==> src/rtl/spim_pkg.sv <==
package spim_pkg;

    localparam int SPIM_DW     = 8;
    localparam int SPIM_BAUD_W = 8;
    localparam int SPIM_AW     = 3;

    typedef enum logic [SPIM_AW-1:0] {
        RA_MODE = 3'd0,
        RA_STAT = 3'd1,
        RA_DATA = 3'd2,
        RA_CLK  = 3'd3,
        RA_DIV  = 3'd4
    } reg_addr_e;

    typedef struct packed {
        logic drive_en;
        logic one_wire;
        logic lsb_first;
    } mode_t;

    typedef struct packed {
        logic cpha;
        logic cpol;
    } clkcfg_t;

    localparam int MODE_W = $bits(mode_t);
    localparam int CLK_W  = $bits(clkcfg_t);

    function automatic logic pin_drive(input mode_t m);
        return !m.one_wire || m.drive_en;
    endfunction

endpackage

==> src/rtl/spim_clkdiv.sv <==
module spim_clkdiv
    import spim_pkg::*;
#(
    parameter int BW = SPIM_BAUD_W
) (
    input  logic          clk,
    input  logic          rst,
    input  logic          run,
    input  logic [BW-1:0] div,
    output logic          tick
);

    logic [BW-1:0] cnt_q;

    always_ff @(posedge clk) begin
        if (rst || !run) begin
            cnt_q <= '0;
        end else if (cnt_q == div) begin
            cnt_q <= '0;
        end else begin
            cnt_q <= cnt_q + 1'b1;
        end
    end

    assign tick = run && (cnt_q == div);

    AST_DIV_LIMIT: assert property (@(posedge clk) disable iff (rst)
        run |-> (cnt_q <= div));

endmodule

==> src/rtl/spim_shift.sv <==
module spim_shift
    import spim_pkg::*;
#(
    parameter int W = SPIM_DW
) (
    input  logic         clk,
    input  logic         rst,
    input  logic         start,
    input  logic [W-1:0] tx_in,
    input  logic         lsb_first,
    input  logic         cpha,
    input  logic         tick,
    input  logic         sdi,
    output logic         busy,
    output logic         done,
    output logic [W-1:0] rx,
    output logic         sdo,
    output logic         phase
);

    localparam int CW = (W > 1) ? $clog2(W) : 1;
    localparam logic [CW-1:0] LAST = CW'(W - 1);

    logic          busy_q;
    logic          done_q;
    logic          phase_q;
    logic [CW-1:0] cnt_q;
    logic [W-1:0]  tx_q;
    logic [W-1:0]  rx_q;
    logic          sdo_q;

    function automatic logic [CW-1:0] wire_pos(input logic [CW-1:0] i, input logic lsb);
        return lsb ? i : (LAST - i);
    endfunction

    logic leading;
    assign leading = !phase_q;

    always_ff @(posedge clk) begin
        if (rst) begin
            busy_q  <= 1'b0;
            done_q  <= 1'b0;
            phase_q <= 1'b0;
            cnt_q   <= '0;
            tx_q    <= '0;
            rx_q    <= '0;
            sdo_q   <= 1'b0;
        end else begin
            done_q <= 1'b0;
            if (start) begin
                busy_q  <= 1'b1;
                phase_q <= 1'b0;
                cnt_q   <= '0;
                tx_q    <= tx_in;
                rx_q    <= '0;
                sdo_q   <= tx_in[wire_pos('0, lsb_first)];
            end else if (busy_q && tick) begin
                phase_q <= !phase_q;
                if (leading) begin
                    if (!cpha) begin
                        rx_q[wire_pos(cnt_q, lsb_first)] <= sdi;
                    end else begin
                        sdo_q <= tx_q[wire_pos(cnt_q, lsb_first)];
                    end
                end else begin
                    if (cpha) begin
                        rx_q[wire_pos(cnt_q, lsb_first)] <= sdi;
                    end
                    if (cnt_q == LAST) begin
                        busy_q <= 1'b0;
                        done_q <= 1'b1;
                    end else begin
                        cnt_q <= cnt_q + 1'b1;
                        if (!cpha) begin
                            sdo_q <= tx_q[wire_pos(cnt_q + 1'b1, lsb_first)];
                        end
                    end
                end
            end
        end
    end

    assign busy  = busy_q;
    assign done  = done_q;
    assign rx    = rx_q;
    assign sdo   = sdo_q;
    assign phase = phase_q;

    AST_START_SETS_BUSY: assert property (@(posedge clk) disable iff (rst)
        start |=> busy_q);

    AST_DONE_MEANS_IDLE: assert property (@(posedge clk) disable iff (rst)
        done_q |-> !busy_q);

    AST_CLK_RESTS: assert property (@(posedge clk) disable iff (rst)
        !busy_q |-> !phase_q);

    AST_TX_HELD: assert property (@(posedge clk) disable iff (rst)
        (busy_q && $past(busy_q)) |-> $stable(tx_q));

endmodule

==> src/rtl/spim_regs.sv <==
module spim_regs
    import spim_pkg::*;
#(
    parameter int W  = SPIM_DW,
    parameter int BW = SPIM_BAUD_W,
    parameter int AW = SPIM_AW
) (
    input  logic          clk,
    input  logic          rst,
    input  logic [AW-1:0] addr,
    input  logic          wr,
    input  logic          rd,
    input  logic [W-1:0]  wdata,
    output logic [W-1:0]  rdata,
    input  logic          busy,
    input  logic          done,
    input  logic [W-1:0]  rx,
    output logic          start,
    output mode_t         act_mode,
    output clkcfg_t       act_clk,
    output logic [BW-1:0] act_div
);

    mode_t         mode_q,  mode_snap;
    clkcfg_t       clk_q,   clk_snap;
    logic [BW-1:0] div_q,   div_snap;
    logic [W-1:0]  rxd_q;
    logic          cmplt_q;

    logic wr_mode, wr_clk, wr_div, rd_data;
    assign wr_mode = wr && (addr == RA_MODE);
    assign wr_clk  = wr && (addr == RA_CLK);
    assign wr_div  = wr && (addr == RA_DIV);
    assign start   = wr && (addr == RA_DATA) && !busy;
    assign rd_data = rd && (addr == RA_DATA);

    always_ff @(posedge clk) begin
        if (rst) begin
            mode_q    <= '0;
            clk_q     <= '0;
            div_q     <= '0;
            mode_snap <= '0;
            clk_snap  <= '0;
            div_snap  <= '0;
            rxd_q     <= '0;
            cmplt_q   <= 1'b0;
        end else begin
            if (wr_mode) mode_q <= mode_t'(wdata[MODE_W-1:0]);
            if (wr_clk)  clk_q  <= clkcfg_t'(wdata[CLK_W-1:0]);
            if (wr_div)  div_q  <= wdata[BW-1:0];
            if (start) begin
                mode_snap <= mode_q;
                clk_snap  <= clk_q;
                div_snap  <= div_q;
                cmplt_q   <= 1'b0;
            end
            if (rd_data) cmplt_q <= 1'b0;
            if (done) begin
                cmplt_q <= 1'b1;
                rxd_q   <= rx;
            end
        end
    end

    assign act_mode = busy ? mode_snap : mode_q;
    assign act_clk  = busy ? clk_snap  : clk_q;
    assign act_div  = busy ? div_snap  : div_q;

    always_comb begin
        rdata = '0;
        unique case (addr)
            RA_MODE: rdata[MODE_W-1:0] = mode_q;
            RA_STAT: rdata[1:0]        = {cmplt_q, busy};
            RA_DATA: rdata             = rxd_q;
            RA_CLK:  rdata[CLK_W-1:0]  = clk_q;
            RA_DIV:  rdata[BW-1:0]     = div_q;
            default: rdata             = '0;
        endcase
    end

    AST_CFG_FROZEN: assert property (@(posedge clk) disable iff (rst)
        (busy && $past(busy)) |-> ($stable(act_mode) && $stable(act_clk) && $stable(act_div)));

    AST_CMPLT_SET: assert property (@(posedge clk) disable iff (rst)
        done |=> cmplt_q);

    AST_CMPLT_CLEAR: assert property (@(posedge clk) disable iff (rst)
        (rd_data && !done) |=> !cmplt_q);

endmodule

==> src/rtl/spim_top.sv <==
module spim_top
    import spim_pkg::*;
#(
    parameter int W  = SPIM_DW,
    parameter int BW = SPIM_BAUD_W,
    parameter int AW = SPIM_AW
) (
    input  logic          clk,
    input  logic          rst,
    input  logic [AW-1:0] reg_addr,
    input  logic          reg_wr,
    input  logic          reg_rd,
    input  logic [W-1:0]  reg_wdata,
    output logic [W-1:0]  reg_rdata,
    output logic          spi_clk,
    output logic          dq_out,
    output logic          dq_oe,
    input  logic          dq_in,
    input  logic          din
);

    mode_t         act_mode;
    clkcfg_t       act_clk;
    logic [BW-1:0] act_div;
    logic          start, busy, done, tick, phase, sdo, sdi;
    logic [W-1:0]  rx;

    spim_regs #(.W(W), .BW(BW), .AW(AW)) u_regs (
        .clk      (clk),
        .rst      (rst),
        .addr     (reg_addr),
        .wr       (reg_wr),
        .rd       (reg_rd),
        .wdata    (reg_wdata),
        .rdata    (reg_rdata),
        .busy     (busy),
        .done     (done),
        .rx       (rx),
        .start    (start),
        .act_mode (act_mode),
        .act_clk  (act_clk),
        .act_div  (act_div)
    );

    spim_clkdiv #(.BW(BW)) u_div (
        .clk  (clk),
        .rst  (rst),
        .run  (busy),
        .div  (act_div),
        .tick (tick)
    );

    assign sdi = act_mode.one_wire ? dq_in : din;

    spim_shift #(.W(W)) u_shift (
        .clk       (clk),
        .rst       (rst),
        .start     (start),
        .tx_in     (reg_wdata),
        .lsb_first (act_mode.lsb_first),
        .cpha      (act_clk.cpha),
        .tick      (tick),
        .sdi       (sdi),
        .busy      (busy),
        .done      (done),
        .rx        (rx),
        .sdo       (sdo),
        .phase     (phase)
    );

    assign spi_clk = act_clk.cpol ^ phase;
    assign dq_out  = sdo;
    assign dq_oe   = pin_drive(act_mode);

    AST_OE_HELD: assert property (@(posedge clk) disable iff (rst)
        (busy && $past(busy)) |-> $stable(dq_oe));

endmodule

==> config.mk <==
export PLATFORM = sky130hd
export DESIGN_NAME = spim_top
export DESIGN_NICKNAME = d
export VERILOG_FILES = /design/src/rtl/spim_pkg.sv /design/src/rtl/spim_clkdiv.sv /design/src/rtl/spim_shift.sv /design/src/rtl/spim_regs.sv /design/src/rtl/spim_top.sv
export SDC_FILE = /design/constraint.sdc
export NUM_CORES = 1
export LEC_CHECK = 0
export ABC_AREA = 1
export BUFFER_PORTS_ARGS = -buffer_cell sky130_fd_sc_hd__buf_2
export CORE_MARGIN = 2
export CORE_UTILIZATION = 30
export CTS_BUF_LIST = sky130_fd_sc_hd__clkbuf_4
export DETAILED_ROUTE_END_ITERATION = 12
export SLEW_MARGIN = 20
export SYNTH_ARGS = -nofsm -noshare
export SYNTH_HDL_FRONTEND = slang
export SYNTH_SLANG_ARGS = --single-unit
export TNS_END_PERCENT = 20
==> constraint.sdc <==
create_clock -name clk -period 2.5 [get_ports clk]
set_clock_uncertainty 0.15 [all_clocks]
set_input_delay 0.25 -clock clk [delete_from_list [all_inputs] [get_ports clk]]
set_output_delay 0.25 -clock clk [all_outputs]
set_load 0.005 [all_outputs]
==> results of run 1 <==
-- sequential cells by signal (all words and copies together), names as in the netlist --
name              count
u_shift.rx            8
u_shift.tx_q          8
u_shift.phase         1
u_regs.div_q          8
u_regs.mode_snap      3
u_div.cnt_q           8
u_regs.mode_q         3
u_shift.done          1
u_regs.rxd_q          8
u_shift.busy          1
u_regs.div_snap       8
u_shift.sdo           1
u_shift.cnt_q         3
u_regs.cmplt_q        1
u_regs.clk_q          2
u_regs.clk_snap       2
-- metal layers --
layer | vias up | part of all wire, % | wire [um]
met1 | 1445 | 48 | 4123
met2 | 79 | 44 | 3839
met3 | 9 | 5.9 | 511
met4 | 0 | 1.8 | 159
li1 | 1636 | - | -
met5 | - | 0 | 0
-- layout make-up --
class                      instances  share of cell area [%]
timing repair buffer              35                   5.350
clock inverter                     7                   3.732
clock buffer                       9                   1.783
inverter                          56                   5.548
multi-input combinational        344                   44.09
tap                              140                   4.624
sequential                        66                   34.87
-- worst paths after layout --
path | startpoint | to | slack, ns | cells past startpoint
hold / removal | reg_wdata[5] | u_regs.div_q[5] | 0.01 | 3
setup reg to reg | u_shift.busy | u_shift.rx[6] | 0.34 | 12
hold reg to reg | u_regs.clk_snap[1] | u_regs.clk_snap[1] | 0.32 | 2
setup / recovery | u_shift.busy | u_shift.rx[6] | 0.34 | 12
-- cells in the final DEF, fill, tap and decap left out, types with 2 or more instances in the layout --
cell type | Yosys | routed
nor2_2 | 3 | 3
nand3b_1 | 3 | 3
dfxtp_1 | 66 | 66
nand2_2 | 4 | 4
nand4_1 | 3 | 3
clkbuf_4 | 0 | 9
dlygate4sd3_1 | 0 | 3
xor2_1 | 5 | 5
buf_4 | 2 | 5
ha_1 | 3 | 3
buf_2 | 4 | 27
nor3_1 | 2 | 2
o21ai_0 | 44 | 44
o221ai_1 | 3 | 3
nor2_1 | 41 | 41
o31ai_1 | 7 | 7
inv_2 | 4 | 4
nand2_1 | 124 | 124
bufinv_16 | 0 | 4
nand3_1 | 50 | 50
o211ai_1 | 3 | 3
inv_1 | 51 | 51
a21oi_1 | 39 | 39
-- worst min-delay path: stages --
cell	delay (ns)
buf_2	0.10
o21ai_0	0.08
a21oi_1	0.11
-- metrics by stage --
stage	hold slack [ns]	instance area (um2)
3_3_place_gp	0.2871	3550
6_report	0.01126	3789
3_5_place_dp	0.2947	3550
5_1_grt	0.004916	3789
4_1_cts	0.005857	3789
2_1_floorplan	0.2187	3278
-- power groups by stage --
stage / logic [uW] / clock network, uW / registers (uW)
floorplan: 134 / 0 / 1100
global placement: 193 / 0 / 1100
detailed placement: 197 / 0 / 1100
CTS: 201 / 1030 / 1070
global route: 225 / 1070 / 1080
finish: 201 / 1010 / 1070
-- kinds of logic (layout without fill, tap and decap cells) --
logic type | Yosys count | in the layout | share of synthesized area [%]
and+or+nand+nor | 235 | 235 | 31.37
AOI/OAI and AO/OA | 99 | 99 | 16.49
buffers and inverters | 69 | 107 | 8.740
DFF | 66 | 66 | 40.31
xor gates and xnor gates | 6 | 6 | 1.603
adders and majority gates | 3 | 3 | 1.145
muxes | 1 | 1 | 0.3435
==> results.json, run 1 <==
{
  "avgSynthCellArea_um2": 6.844,
  "cp-start-kind": "register",
  "drtIter0Drc": 185,
  "cts-htree-levels": 3,
  "ys_warn_count": 0,
  "synth_edf_count": 0,
  "core-area_um2": 10750,
  "worst_pin_slew_ns": 0.5767,
  "synth.distinct_cells": 33,
  "cp.arrival_ns": 2.36,
  "drc": 0,
  "crit_path_cell_trace": "buf_4 > nand2_1 > nand2_1 > nand2_1 > nand2_1 > nand2_1 > nor2_1 > and2_4 > nand2_4 > nor2_8 > nand3_1 > a21oi_1",
  "ff_latch_area_um2": 1321,
  "crit_type": "reg2reg",
  "final_max_slew_viol_count": 0,
  "stdcell_count": 657,
  "synth_common_cells": "124 x nand2_1, 66 x dfxtp_1, 51 x inv_1",
  "netlist_instances": 479,
  "crit_fanout": 20,
  "ir_worst_vdd_mv": 0.2483,
  "nNetsFinal": 532,
  "critPathSlowestCell": "dfxtp_1",
  "via_count": 3169,
  "num-fill-cells": 1199,
  "maxCapViolations": 0,
  "ant_nets": 0,
  "num_rows": 38,
  "pwr-share-clk_pct": 44.3,
  "grt_first_pass_wirelength_um": 14000,
  "yosys_most_used_dff": "dfxtp_1",
  "dp.cells": 638,
  "fp.dieW_um": 108.5,
  "tns_ns": 0,
  "crit_top_cell": "nand2_1",
  "grt_pass1_vias": 2946,
  "hold_path.class": "in2reg",
  "synth.top_cells.by_area": "dfxtp_1 40%, nand2_1 14%, nand3_1 7.6%",
  "cts_setup_buffers": 0,
  "slowest_delay_ns": 0.42,
  "synth_top_area_share_pct": 40.31,
  "drtPass1Iterations": 4,
  "layout_min_cycle_time_ns": 2.161,
  "dpl.hpwl_um": 6550,
  "period_share_pct": 86.42,
  "gr-usage-all-layers_pct": 15.38,
  "routabilityCongestion": 0.8304,
  "dieHeight_um": 108.5,
  "grt_start_max_net_pins": 23,
  "power_density_nw_per_um2": 604.4,
  "port_buffers": 27,
  "use_met2_pct": 24.69,
  "finalSetupViolCount": 0,
  "clk_path_buf_depth": 2,
  "pwr-share-seq_pct": 46.9,
  "cp_num_buf_inv": 1,
  "p_leak_uw": 0.001593,
  "routed_wl_um": 8633,
  "pre_cts_slack_ns": 0.3656,
  "synth_most_common_cell": "nand2_1",
  "cts_root_buf": "clkbuf_4",
  "netlist_area_um2": 3278,
  "total_power_uw": 2290,
  "seq_area_frac_synth_pct": 40.31,
  "antenna_found_initial": 0,
  "diodes": 0,
  "die-area_um2": 11780,
  "postLayoutCoreUtil_pct": 35.26,
  "synth_top_area_cell": "dfxtp_1",
  "multi_input_area_um2": 1670,
  "synth_nets": 499,
  "swShare_pct": 24.10,
  "syn2layout_area_growth_pct": 15.57,
  "critical_path.top_delay_family": "simple AND/OR/NAND/NOR gates",
  "drive_gt1_share_pct": 12.38,
  "cts_made_buffers": 9,
  "worst_setup_path_end_kind": "register",
  "status": "finished clean",
  "hold_violations": 0,
  "clock.fmax_ghz": 0.4628,
  "initial_core_util_pct": 30.51,
  "ctsHoldBuffers": 3,
  "overflow": 0,
  "fin_ws_ns": 0.3394,
  "cts_sinks": 66,
  "pwr-share-comb_pct": 8.8,
  "internal-power_uw": 1738,
  "busiest_layer": "met2",
  "cp_data_required_time_ns": 2.70,
  "routed_via_density": 4.823,
  "ys_seq_elements": 66,
  "wire_per_inst_um": 13.14,
  "cts_tree": "done",
  "async_reset_ff_share_pct": 0,
  "path_clk_slew_ns": 0.12,
  "cts.repair.resized": 0,
  "io_pins": 28,
  "use_met3_pct": 2.773,
  "grt_setup_unrepaired": "no",
  "clk_latency_ns": 0.41,
  "met1_usage_pct": 20.53,
  "power.net_switching_uw": 552.0,
  "slew_headroom_pct": 61.44
}
No activity file was read; power rests on OpenSTA's default activity.
==> run 2: changes to the inputs <==
Settings changed: ABC_CLOCK_PERIOD_IN_PS from default to 2500, CORE_ASPECT_RATIO from default to 0.7, SLEW_MARGIN 20 to 5.
==> run 2 against run 1 <==
  * Non-clock buffer count up 2
  * Final cell count down 0.91%
  * Worst hold slack better by 0.017 ns
  * Global-route usage up 1.5 points
  * Routed wire length up 8.7%
  * Combinational power up 5%
  * Flip-flop and latch count unchanged
  * Setup slack worse by 0.0023 ns
  * Die area up 0.12%
  * Largest cell class unchanged
==> results.json, run 2 (synthesis gave the netlist of run 1 again) <==
{
  "final_max_slew_viol_count": 0,
  "power.net_switching_uw": 582.6,
  "hold_violations": 0,
  "grt_first_pass_wirelength_um": 15480,
  "cts_setup_buffers": 0,
  "tns_ns": 0,
  "period_share_pct": 86.51,
  "layout_commonest_cell": "nand2_1",
  "num_rows": 31,
  "clock.fmax_ghz": 0.4624,
  "power_density_nw_per_um2": 565.4,
  "cts_sinks": 66,
  "wire_per_inst_um": 14.41,
  "io_pins": 28,
  "via_count": 3227,
  "syn2layout_area_growth_pct": 14.35,
  "die-area_um2": 11790,
  "fp.dieW_um": 128.9,
  "overflow": 0,
  "pwr-share-clk_pct": 39.3,
  "cts.repair.resized": 0,
  "drc": 0,
  "crit_fanout": 20,
  "core-area_um2": 10470,
  "ir_worst_vdd_mv": 0.3362,
  "dieHeight_um": 91.46,
  "antenna_found_initial": 0,
  "grt_pass1_vias": 3059,
  "crit_top_cell": "nand2_1",
  "p_leak_uw": 0.001578,
  "crit_type": "reg2reg",
  "drive_gt1_share_pct": 12.52,
  "crit_path_cell_trace": "buf_4 > nand2_1 > o21ai_0 > nand2_1 > nand2_1 > nand2_1 > nor2_2 > and2_4 > nand2_4 > nor2_8 > nand3_1 > a21oi_1",
  "maxCapViolations": 0,
  "pwr-share-comb_pct": 9.9,
  "path_clk_slew_ns": 0.13,
  "critPathSlowestCell": "dfxtp_1",
  "final_area_um2": 3749,
  "cts_root_buf": "clkbuf_4",
  "critical_path.top_delay_family": "simple AND/OR/NAND/NOR gates",
  "worst_pin_slew_ns": 0.6219,
  "worst_setup_path_end_kind": "register",
  "grt_setup_unrepaired": "no",
  "place_area_um2": 3547,
  "drtPass1Iterations": 5,
  "mostFrequentLayoutCells": "124 x nand2_1, 66 x dfxtp_1, 51 x inv_1",
  "ctsHoldBuffers": 4,
  "cp-start-kind": "register",
  "drtIter0Drc": 205,
  "cp_data_required_time_ns": 2.72,
  "num-fill-cells": 1139,
  "cts_tree": "done",
  "clk_path_buf_depth": 2,
  "internal-power_uw": 1537,
  "slowest_delay_ns": 0.41,
  "gr-usage-all-layers_pct": 16.90,
  "swShare_pct": 27.49,
  "ant_nets": 0,
  "finalSetupViolCount": 0,
  "routed_wl_um": 9380,
  "grt_start_max_net_pins": 23,
  "port_buffers": 27,
  "layout_min_cycle_time_ns": 2.163,
  "clk_latency_ns": 0.44,
  "cts-htree-levels": 3,
  "status": "finished clean",
  "dpl.hpwl_um": 7068,
  "initial_core_util_pct": 31.30,
  "routed_via_density": 4.957,
  "hold_path.class": "in2reg",
  "cp_num_buf_inv": 1,
  "diodes": 0,
  "slew_headroom_pct": 58.49,
  "cts_made_buffers": 9,
  "pwr-share-seq_pct": 50.7,
  "postLayoutCoreUtil_pct": 35.79,
  "routabilityCongestion": 0.8748,
  "nNetsFinal": 534,
  "cp.arrival_ns": 2.39
}
==> run 2: layout make-up <==
| class | instances | area, um2 | share of cell area, % |
|---|---|---|---|
| Multi-Input combinational cell | 344 | 1670 | 44.56 |
| Sequential cell | 66 | 1321 | 35.25 |
| Timing Repair Buffer | 37 | 220.2 | 5.874 |
| Inverter | 56 | 210.2 | 5.607 |
| Tap cell | 132 | 165.2 | 4.406 |
| Clock inverter | 7 | 93.84 | 2.503 |
| Clock buffer | 9 | 67.56 | 1.802 |
==> run 2: power by group through the flow <==
stage               Combinational, uW  Clock (uW)  Sequential [uW]
finish                            211         833             1080
global route                      234         889             1080
CTS                               208         842             1080
detailed placement                202           0             1100
global placement                  199           0             1100
floorplan                         134           0             1100
==> run 2: per-stage QoR <==
step	setup slack, ns	hold WS, ns	instances	total power (uW)
after floorplan	0.6868	0.2187	479	1230
after global placement	0.4323	0.2887	631	1298
after detailed placement	0.3860	0.3044	631	1301
after CTS	0.3384	0.006855	651	2125
after global routing	0.1156	0.009417	651	2201
final	0.3372	0.02874	651	2119
==> run 2: final timing paths <==
path                                          from            endpoint  slack [ns]  cells after the start
worst max register to register        u_shift.busy       u_shift.rx[2]        0.34                     12
worst max-delay path                  u_shift.busy       u_shift.rx[2]        0.34                     12
worst min-delay path                  reg_wdata[4]     u_shift.tx_q[4]        0.03                      3
worst min register to register  u_regs.clk_snap[0]  u_regs.clk_snap[0]        0.33                      2
==> run 2: layer usage <==
metal | track usage, % | routed length [um]
met5 | 0 | 0
met4 | 3.351 | 76
met3 | 5.068 | 650
met2 | 23.63 | 3728
met1 | 25.37 | 4924
==> run 2: worst register-to-register path, delay by kind of cell, from the launching register on <==
kind / cells / cell delay (ns)
compound gates: 2 / 0.29
buf+inv: 1 / 0.27
flops: 1 / 0.41
simple gates: 9 / 1.00
